## src/rtl/ostmr_pkg.sv

```systemverilog
package ostmr_pkg;
    typedef enum logic [1:0] {
        ST_OFF   = 2'd0,
        ST_COUNT = 2'd1,
        ST_DONE  = 2'd2
    } tmr_state_e;

    localparam logic [1:0] A_STAMP  = 2'd0;
    localparam logic [1:0] A_RELOAD = 2'd1;
    localparam logic [1:0] A_STATUS = 2'd2;

    localparam int CTL_EN      = 0;
    localparam int CTL_ONESHOT = 1;
endpackage

```

## src/rtl/ostmr_stamp.sv

```systemverilog
module ostmr_stamp #(
    parameter int W = 32
) (
    input  logic         clk,
    input  logic         rst_n,
    input  logic         load,
    input  logic [W-1:0] load_val,
    output logic [W-1:0] value
);
    logic [W-1:0] cnt_q;

    always_ff @(posedge clk or negedge rst_n) begin
        if (!rst_n)    cnt_q <= '0;
        else if (load) cnt_q <= load_val;
        else           cnt_q <= cnt_q + 1'b1;
    end

    assign value = cnt_q;

    AST_TS_STEP: assert property (@(posedge clk) disable iff (!rst_n)
        (!load) |=> (value == $past(value) + 1'b1));
    AST_TS_LOAD: assert property (@(posedge clk) disable iff (!rst_n)
        load |=> (value == $past(load_val)));
endmodule

```

## src/rtl/ostmr_down.sv

```systemverilog
module ostmr_down
    import ostmr_pkg::*;
#(
    parameter int W  = 32,
    parameter int CB = 2
) (
    input  logic         clk,
    input  logic         rst_n,
    input  logic         cfg_wr,
    input  logic [W-1:0] cfg_val,
    output logic [W-1:0] cfg_rd,
    output logic         expire
);
    localparam int RW = W - CB;

    tmr_state_e   state_q, state_d;
    logic [W-1:0] reload_q, cnt_q, wr_count;
    logic         en_q, os_q;

    assign wr_count = {cfg_val[W-1:CB], {CB{1'b0}}};

    always_comb begin
        state_d = state_q;
        unique case (state_q)
            ST_OFF:   state_d = ST_OFF;
            ST_COUNT: if (cnt_q == '0) state_d = os_q ? ST_DONE : ST_COUNT;
            ST_DONE:  state_d = ST_DONE;
            default:  state_d = ST_OFF;
        endcase
        if (cfg_wr) state_d = cfg_val[CTL_EN] ? ST_COUNT : ST_OFF;
    end

    always_ff @(posedge clk or negedge rst_n) begin
        if (!rst_n) state_q <= ST_OFF;
        else        state_q <= state_d;
    end

    always_ff @(posedge clk or negedge rst_n) begin
        if (!rst_n) begin
            reload_q <= '0;
            cnt_q    <= '0;
            en_q     <= 1'b0;
            os_q     <= 1'b0;
        end else if (cfg_wr) begin
            reload_q <= wr_count;
            cnt_q    <= wr_count;
            en_q     <= cfg_val[CTL_EN];
            os_q     <= cfg_val[CTL_ONESHOT];
        end else if (state_q == ST_COUNT) begin
            if (cnt_q == '0) begin
                cnt_q <= reload_q;
                if (os_q) en_q <= 1'b0;
            end else begin
                cnt_q <= cnt_q - 1'b1;
            end
        end
    end

    always_comb begin
        expire = (state_q == ST_COUNT) && (cnt_q == '0);
        cfg_rd = {reload_q[W-1:CB], {CB{1'b0}}};
        cfg_rd[CTL_EN]      = en_q;
        cfg_rd[CTL_ONESHOT] = os_q;
    end

    AST_LOAD_NOW: assert property (@(posedge clk) disable iff (!rst_n)
        cfg_wr |=> (cnt_q == reload_q && reload_q[RW+CB-1:CB] == $past(cfg_val[W-1:CB])));
    AST_PERIODIC_WRAP: assert property (@(posedge clk) disable iff (!rst_n)
        (expire && !os_q && !cfg_wr) |=> (state_q == ST_COUNT && cnt_q == reload_q));
    AST_ONESHOT_STOP: assert property (@(posedge clk) disable iff (!rst_n)
        (expire && os_q && !cfg_wr) |=> (state_q == ST_DONE && !en_q));
    AST_DISARM: assert property (@(posedge clk) disable iff (!rst_n)
        (cfg_wr && cfg_val == '0) |=> (state_q == ST_OFF && cfg_rd == '0));
endmodule

```

## src/rtl/ostmr_regs.sv

```systemverilog
module ostmr_regs
    import ostmr_pkg::*;
#(
    parameter int W = 32
) (
    input  logic         clk,
    input  logic         rst_n,
    input  logic         wr_en,
    input  logic [1:0]   addr,
    input  logic [W-1:0] wdata,
    input  logic [W-1:0] stamp_val,
    input  logic [W-1:0] cfg_rd,
    input  logic         expire,
    output logic         stamp_wr,
    output logic         cfg_wr,
    output logic [W-1:0] rdata,
    output logic         pend
);
    logic pend_q, clr;

    assign stamp_wr = wr_en && (addr == A_STAMP);
    assign cfg_wr   = wr_en && (addr == A_RELOAD);
    assign clr      = wr_en && (addr == A_STATUS) && wdata[0];

    always_ff @(posedge clk or negedge rst_n) begin
        if (!rst_n)      pend_q <= 1'b0;
        else if (expire) pend_q <= 1'b1;
        else if (clr)    pend_q <= 1'b0;
    end

    always_comb begin
        rdata = '0;
        unique case (addr)
            A_STAMP:  rdata = stamp_val;
            A_RELOAD: rdata = cfg_rd;
            A_STATUS: rdata[0] = pend_q;
            default:  rdata = '0;
        endcase
    end

    assign pend = pend_q;

    AST_PEND_HOLD: assert property (@(posedge clk) disable iff (!rst_n)
        (pend_q && !clr) |=> pend_q);
    AST_SET_WINS: assert property (@(posedge clk) disable iff (!rst_n)
        expire |=> pend_q);
    AST_CLEAR: assert property (@(posedge clk) disable iff (!rst_n)
        (clr && !expire) |=> !pend_q);
endmodule

```

## src/rtl/ostmr_top.sv

```systemverilog
module ostmr_top
    import ostmr_pkg::*;
#(
    parameter int W  = 32,
    parameter int CB = 2
) (
    input  logic         clk,
    input  logic         rst_n,
    input  logic         wr_en,
    input  logic [1:0]   addr,
    input  logic [W-1:0] wdata,
    output logic [W-1:0] rdata,
    output logic         irq
);
    logic [W-1:0] stamp_val, cfg_rd;
    logic         stamp_wr, cfg_wr, expire, pend;

    ostmr_stamp #(.W(W)) u_stamp (
        .clk(clk), .rst_n(rst_n), .load(stamp_wr), .load_val(wdata), .value(stamp_val)
    );

    ostmr_down #(.W(W), .CB(CB)) u_down (
        .clk(clk), .rst_n(rst_n), .cfg_wr(cfg_wr), .cfg_val(wdata),
        .cfg_rd(cfg_rd), .expire(expire)
    );

    ostmr_regs #(.W(W)) u_regs (
        .clk(clk), .rst_n(rst_n), .wr_en(wr_en), .addr(addr), .wdata(wdata),
        .stamp_val(stamp_val), .cfg_rd(cfg_rd), .expire(expire),
        .stamp_wr(stamp_wr), .cfg_wr(cfg_wr), .rdata(rdata), .pend(pend)
    );

    assign irq = pend;
endmodule

```

## config.mk

```make
export PLATFORM = sky130hd
export DESIGN_NAME = ostmr_top
export DESIGN_NICKNAME = d
export VERILOG_FILES = /design/src/rtl/ostmr_pkg.sv /design/src/rtl/ostmr_stamp.sv /design/src/rtl/ostmr_down.sv /design/src/rtl/ostmr_regs.sv /design/src/rtl/ostmr_top.sv
export SDC_FILE = /design/constraint.sdc
export NUM_CORES = 1
export LEC_CHECK = 0
export BUFFER_PORTS_ARGS = -buffer_cell sky130_fd_sc_hd__buf_2
export CORE_MARGIN = 2
export CORE_UTILIZATION = 64
export CTS_BUF_LIST = sky130_fd_sc_hd__clkbuf_16
export CTS_CLUSTER_SIZE = 14
export DETAILED_ROUTE_END_ITERATION = 10
export PLACE_DENSITY = 0.82
export SETUP_SLACK_MARGIN = 0.3
export SYNTH_ARGS = -nofsm -noshare
export SYNTH_HDL_FRONTEND = slang
export SYNTH_SLANG_ARGS = --single-unit
```

## constraint.sdc

```tcl
create_clock -name clk -period 6.9 [get_ports clk]
set_input_delay 2.07 -clock clk [delete_from_list [all_inputs] [get_ports clk]]
set_output_delay 2.07 -clock clk [all_outputs]
set_load 0.03 [all_outputs]
```

==> flow_metrics.py <==
metrics = {
    "run_status": {
        "status": "completed",
    },
    "cts": {
        "htree_levels": 3,
        "path_clk_slew_ns": 0.07,
        "cts_setup_buffers": 0,
        "cts_root_buf": "clkbuf_16",
        "cts_buffers": 9,
        "cts_resized": 0,
        "cts_hold_buffers": 0,
        "cts_tree": "yes",
        "clkSinkCount": 99,
        "cts_buffer_depth": 2,
        "clk_latency_ns": 0.35,
    },
    "sta": {
        "finalCritPeriodShare_pct": 79.47,
        "max_clock_freq_mhz": 182.4,
        "fin_crit_ns": 5.483,
        "maxSlewHeadroom_pct": 17.46,
        "tns_ns": 0,
        "clock_skew_ns": 0.009689,
        "tightestPinTransition_ns": 1.228,
        "hold_viol_final": 0,
        "finalSetupViolCount": 0,
        "drv_slew": 0,
        "rsz0062_at_grt": "no",
    },
    "detailed_routing": {
        "dr.pass1.iters": 8,
        "viasPerCell": 6.566,
        "detail_route.iter0.violations": 604,
        "ant_nets": 0,
        "drc": 0,
        "vias": 5706,
        "wire_per_inst_um": 19.73,
        "wl_mm": 17.14,
    },
    "yosys": {
        "netlist_area_mm2": 0.006040,
        "synth_common_cells": "nand2_1 (148), dfrtp_1 (99), nor2_1 (69)",
        "synthDistinctLibCells": 61,
        "synth_compound_area_share_pct": 13.88,
        "synthSimpleGateAreaFrac_pct": 28.09,
        "synth-edff-count": 0,
        "ys_seq_area_share_pct": 41.02,
        "synthXorXnorAreaFrac_pct": 5.801,
        "synth-seq-cells": 99,
        "yosysTopAreaCell": "dfrtp_1",
        "syn_nets": 754,
        "muxShareOfSynthArea_pct": 6.547,
        "synth_fa_ha_area_share_pct": 1.036,
        "synth_warnings": 0,
        "synth_top_cell_area_share_pct": 41.02,
        "synth.most_common_cell": "nand2_1",
        "synth_top_family_by_area": "simple AND/OR/NAND/NOR gates",
        "synth_area_leaders": "dfrtp_1 (41%), nand2_1 (9.2%), mux2i_1 (5.8%)",
        "synth_top_flop_cell": "dfrtp_1",
        "synthCells": 712,
        "async_flop_share_pct": 100.0,
        "syn_area_per_cell_um2": 8.483,
    },
    "floorplanning": {
        "start_util_pct": 65.67,
        "die_x_um": 101.1,
        "rows": 35,
        "core_mm2": 0.009196,
        "ios": 70,
        "dieArea_mm2": 0.01023,
        "die-height_um": 101.1,
    },
    "worst_hold_path": {
        "hp-start": "u_regs.pend",
        "hold_class": "flop to flop",
        "holdPathEnd": "u_regs.pend",
        "min_path_cells": 1,
    },
    "finish": {
        "layout-drive-gt1-share_pct": 14.12,
        "num_antenna_cells": 0,
        "fillerInstances": 723,
        "fin_util_pct": 72.86,
        "layout.nets": 795,
        "area_delta_synth_final_pct": 10.94,
    },
    "grt": {
        "track_usage_pct": 34.81,
        "antenna_found_initial": 0,
        "grt_max_degree": 70,
        "grt_overflow": 0,
        "grt_pass1_vias": 5290,
        "grt_pass1_wl_mm": 27.41,
    },
    "pwr": {
        "power.density_mw_per_mm2": 264.8,
        "peakVddDrop_mv": 0.1980,
        "p_leak_uw": 0.002942,
    },
    "worst_setup_path": {
        "cp.required_ns": 4.83,
        "crit_path_end_kind": "output port",
        "ff2ff_setup_slack_ns": 3.67,
        "worstSetupPathType": "primary input to output port",
        "worstPathMaxFanout": 37,
        "startpoint_type": "primary input",
        "arrival_ns": 3.41,
        "reg2reg_depth": 6,
        "r2r_start": "u_down.state_q[1]",
        "r2r_end": "u_down.cnt_q[18]",
    },
    "placement": {
        "place.gp.congestion": 0.9585,
        "dp_hpwl_mm": 12.11,
        "numPortBuffers": 69,
    },
    "run": {
        "drv_cap": 0,
    },
}
how the worst max path moves through the flow:
stage,start,to,slack [ns],depth (start not counted)
2_1_floorplan,addr[0],rdata[10],1.56,4
3_3_place_gp,addr[0],rdata[25],1.49,4
3_5_place_dp,addr[0],rdata[14],1.42,4
4_1_cts,addr[0],rdata[14],1.43,4
5_1_grt,addr[0],rdata[17],1.33,4
6_report,addr[0],rdata[14],1.42,4
layout by cell type (no fill, tap or decap), types with 3 or more instances in the layout:
master       n
a2111oi_0    3
a21boi_0     4
a21o_1       4
a21oi_1      7
a221oi_1     6
a22o_1       3
a22oi_1      5
a31oi_1      5
and2_1       5
and3_1      11
and4_1       7
buf_2       68
buf_4        7
clkbuf_16    9
dfrtp_1     99
ha_1         5
inv_1        9
mux2_2       4
mux2i_1     35
nand2_1    148
nand3_1     22
nand4_1     16
nor2_1      69
nor3_1      28
nor4_1       7
nor4_2       5
o211ai_1     4
o21ai_0     50
o21ai_1      3
o22ai_1      3
o311ai_0     6
o31a_1       5
o31ai_1      3
or3_1        6
or4_1       10
xnor2_1     22
xor2_1      18
area by class of cell:
cell class / instances / area [um2] / share of cell area, %
multi-input cells: 559 / 3349 / 49.99
well taps: 111 / 138.9 / 2.073
inverters: 9 / 33.78 / 0.5042
clock buffers: 9 / 225.2 / 3.361
repair buffers: 75 / 392.9 / 5.864
flip-flops and latches: 99 / 2477 / 36.97
clock inverters: 7 / 82.58 / 1.232
metal layers:
layer / vias to the layer above / share of wire, % / track usage [%]
li1: 2617 / - / -
met1: 2718 / 43 / 51.98
met2: 334 / 45 / 49.77
met3: 37 / 11 / 8.489
met4: 0 / 2.0 / 12.16
met5: - / 0 / 0
critical path, cell delays in order:
cell,delay [ns]
buf_2,0.75
mux2i_1,0.30
nor2_1,0.06
buf_2,0.20
through the flow:
step	std cells	setup WS (ns)	hold WS (ns)	instance area, um2	power (uW)
floorplan	712	1.556	0.4595	6040	1102
global placement	853	1.494	0.4886	6392	1226
detailed placement	853	1.422	0.4962	6392	1249
CTS	869	1.434	0.5211	6700	1769
global route	869	1.328	0.5479	6700	1861
finish	869	1.417	0.5196	6700	1774
registers in the layout, indices dropped and copies added (netlist names):
| signal | flops |
|---|---|
| u_down.reload_q | 30 |
| u_stamp.value | 32 |
| u_down.en_q | 1 |
| u_down.os_q | 1 |
| u_regs.pend | 1 |
| u_down.cnt_q | 32 |
| u_down.state_q | 2 |
power by group:
group / total, uW / internal [uW] / switching (uW)
clock network: 524 / 287 / 237
logic: 413 / 169 / 245
registers: 837 / 686 / 150
cells by family (layout without fill, tap and decap cells):
group,Yosys count,after routing
and+or+nand+nor,348,348
AOI/OAI and AO/OA,127,127
DFF,99,99
buffers and inverters,54,100
xor gates and xnor gates,40,40
muxes,39,39
adders and majority gates,5,5
Power figures use the tool's default switching activity.
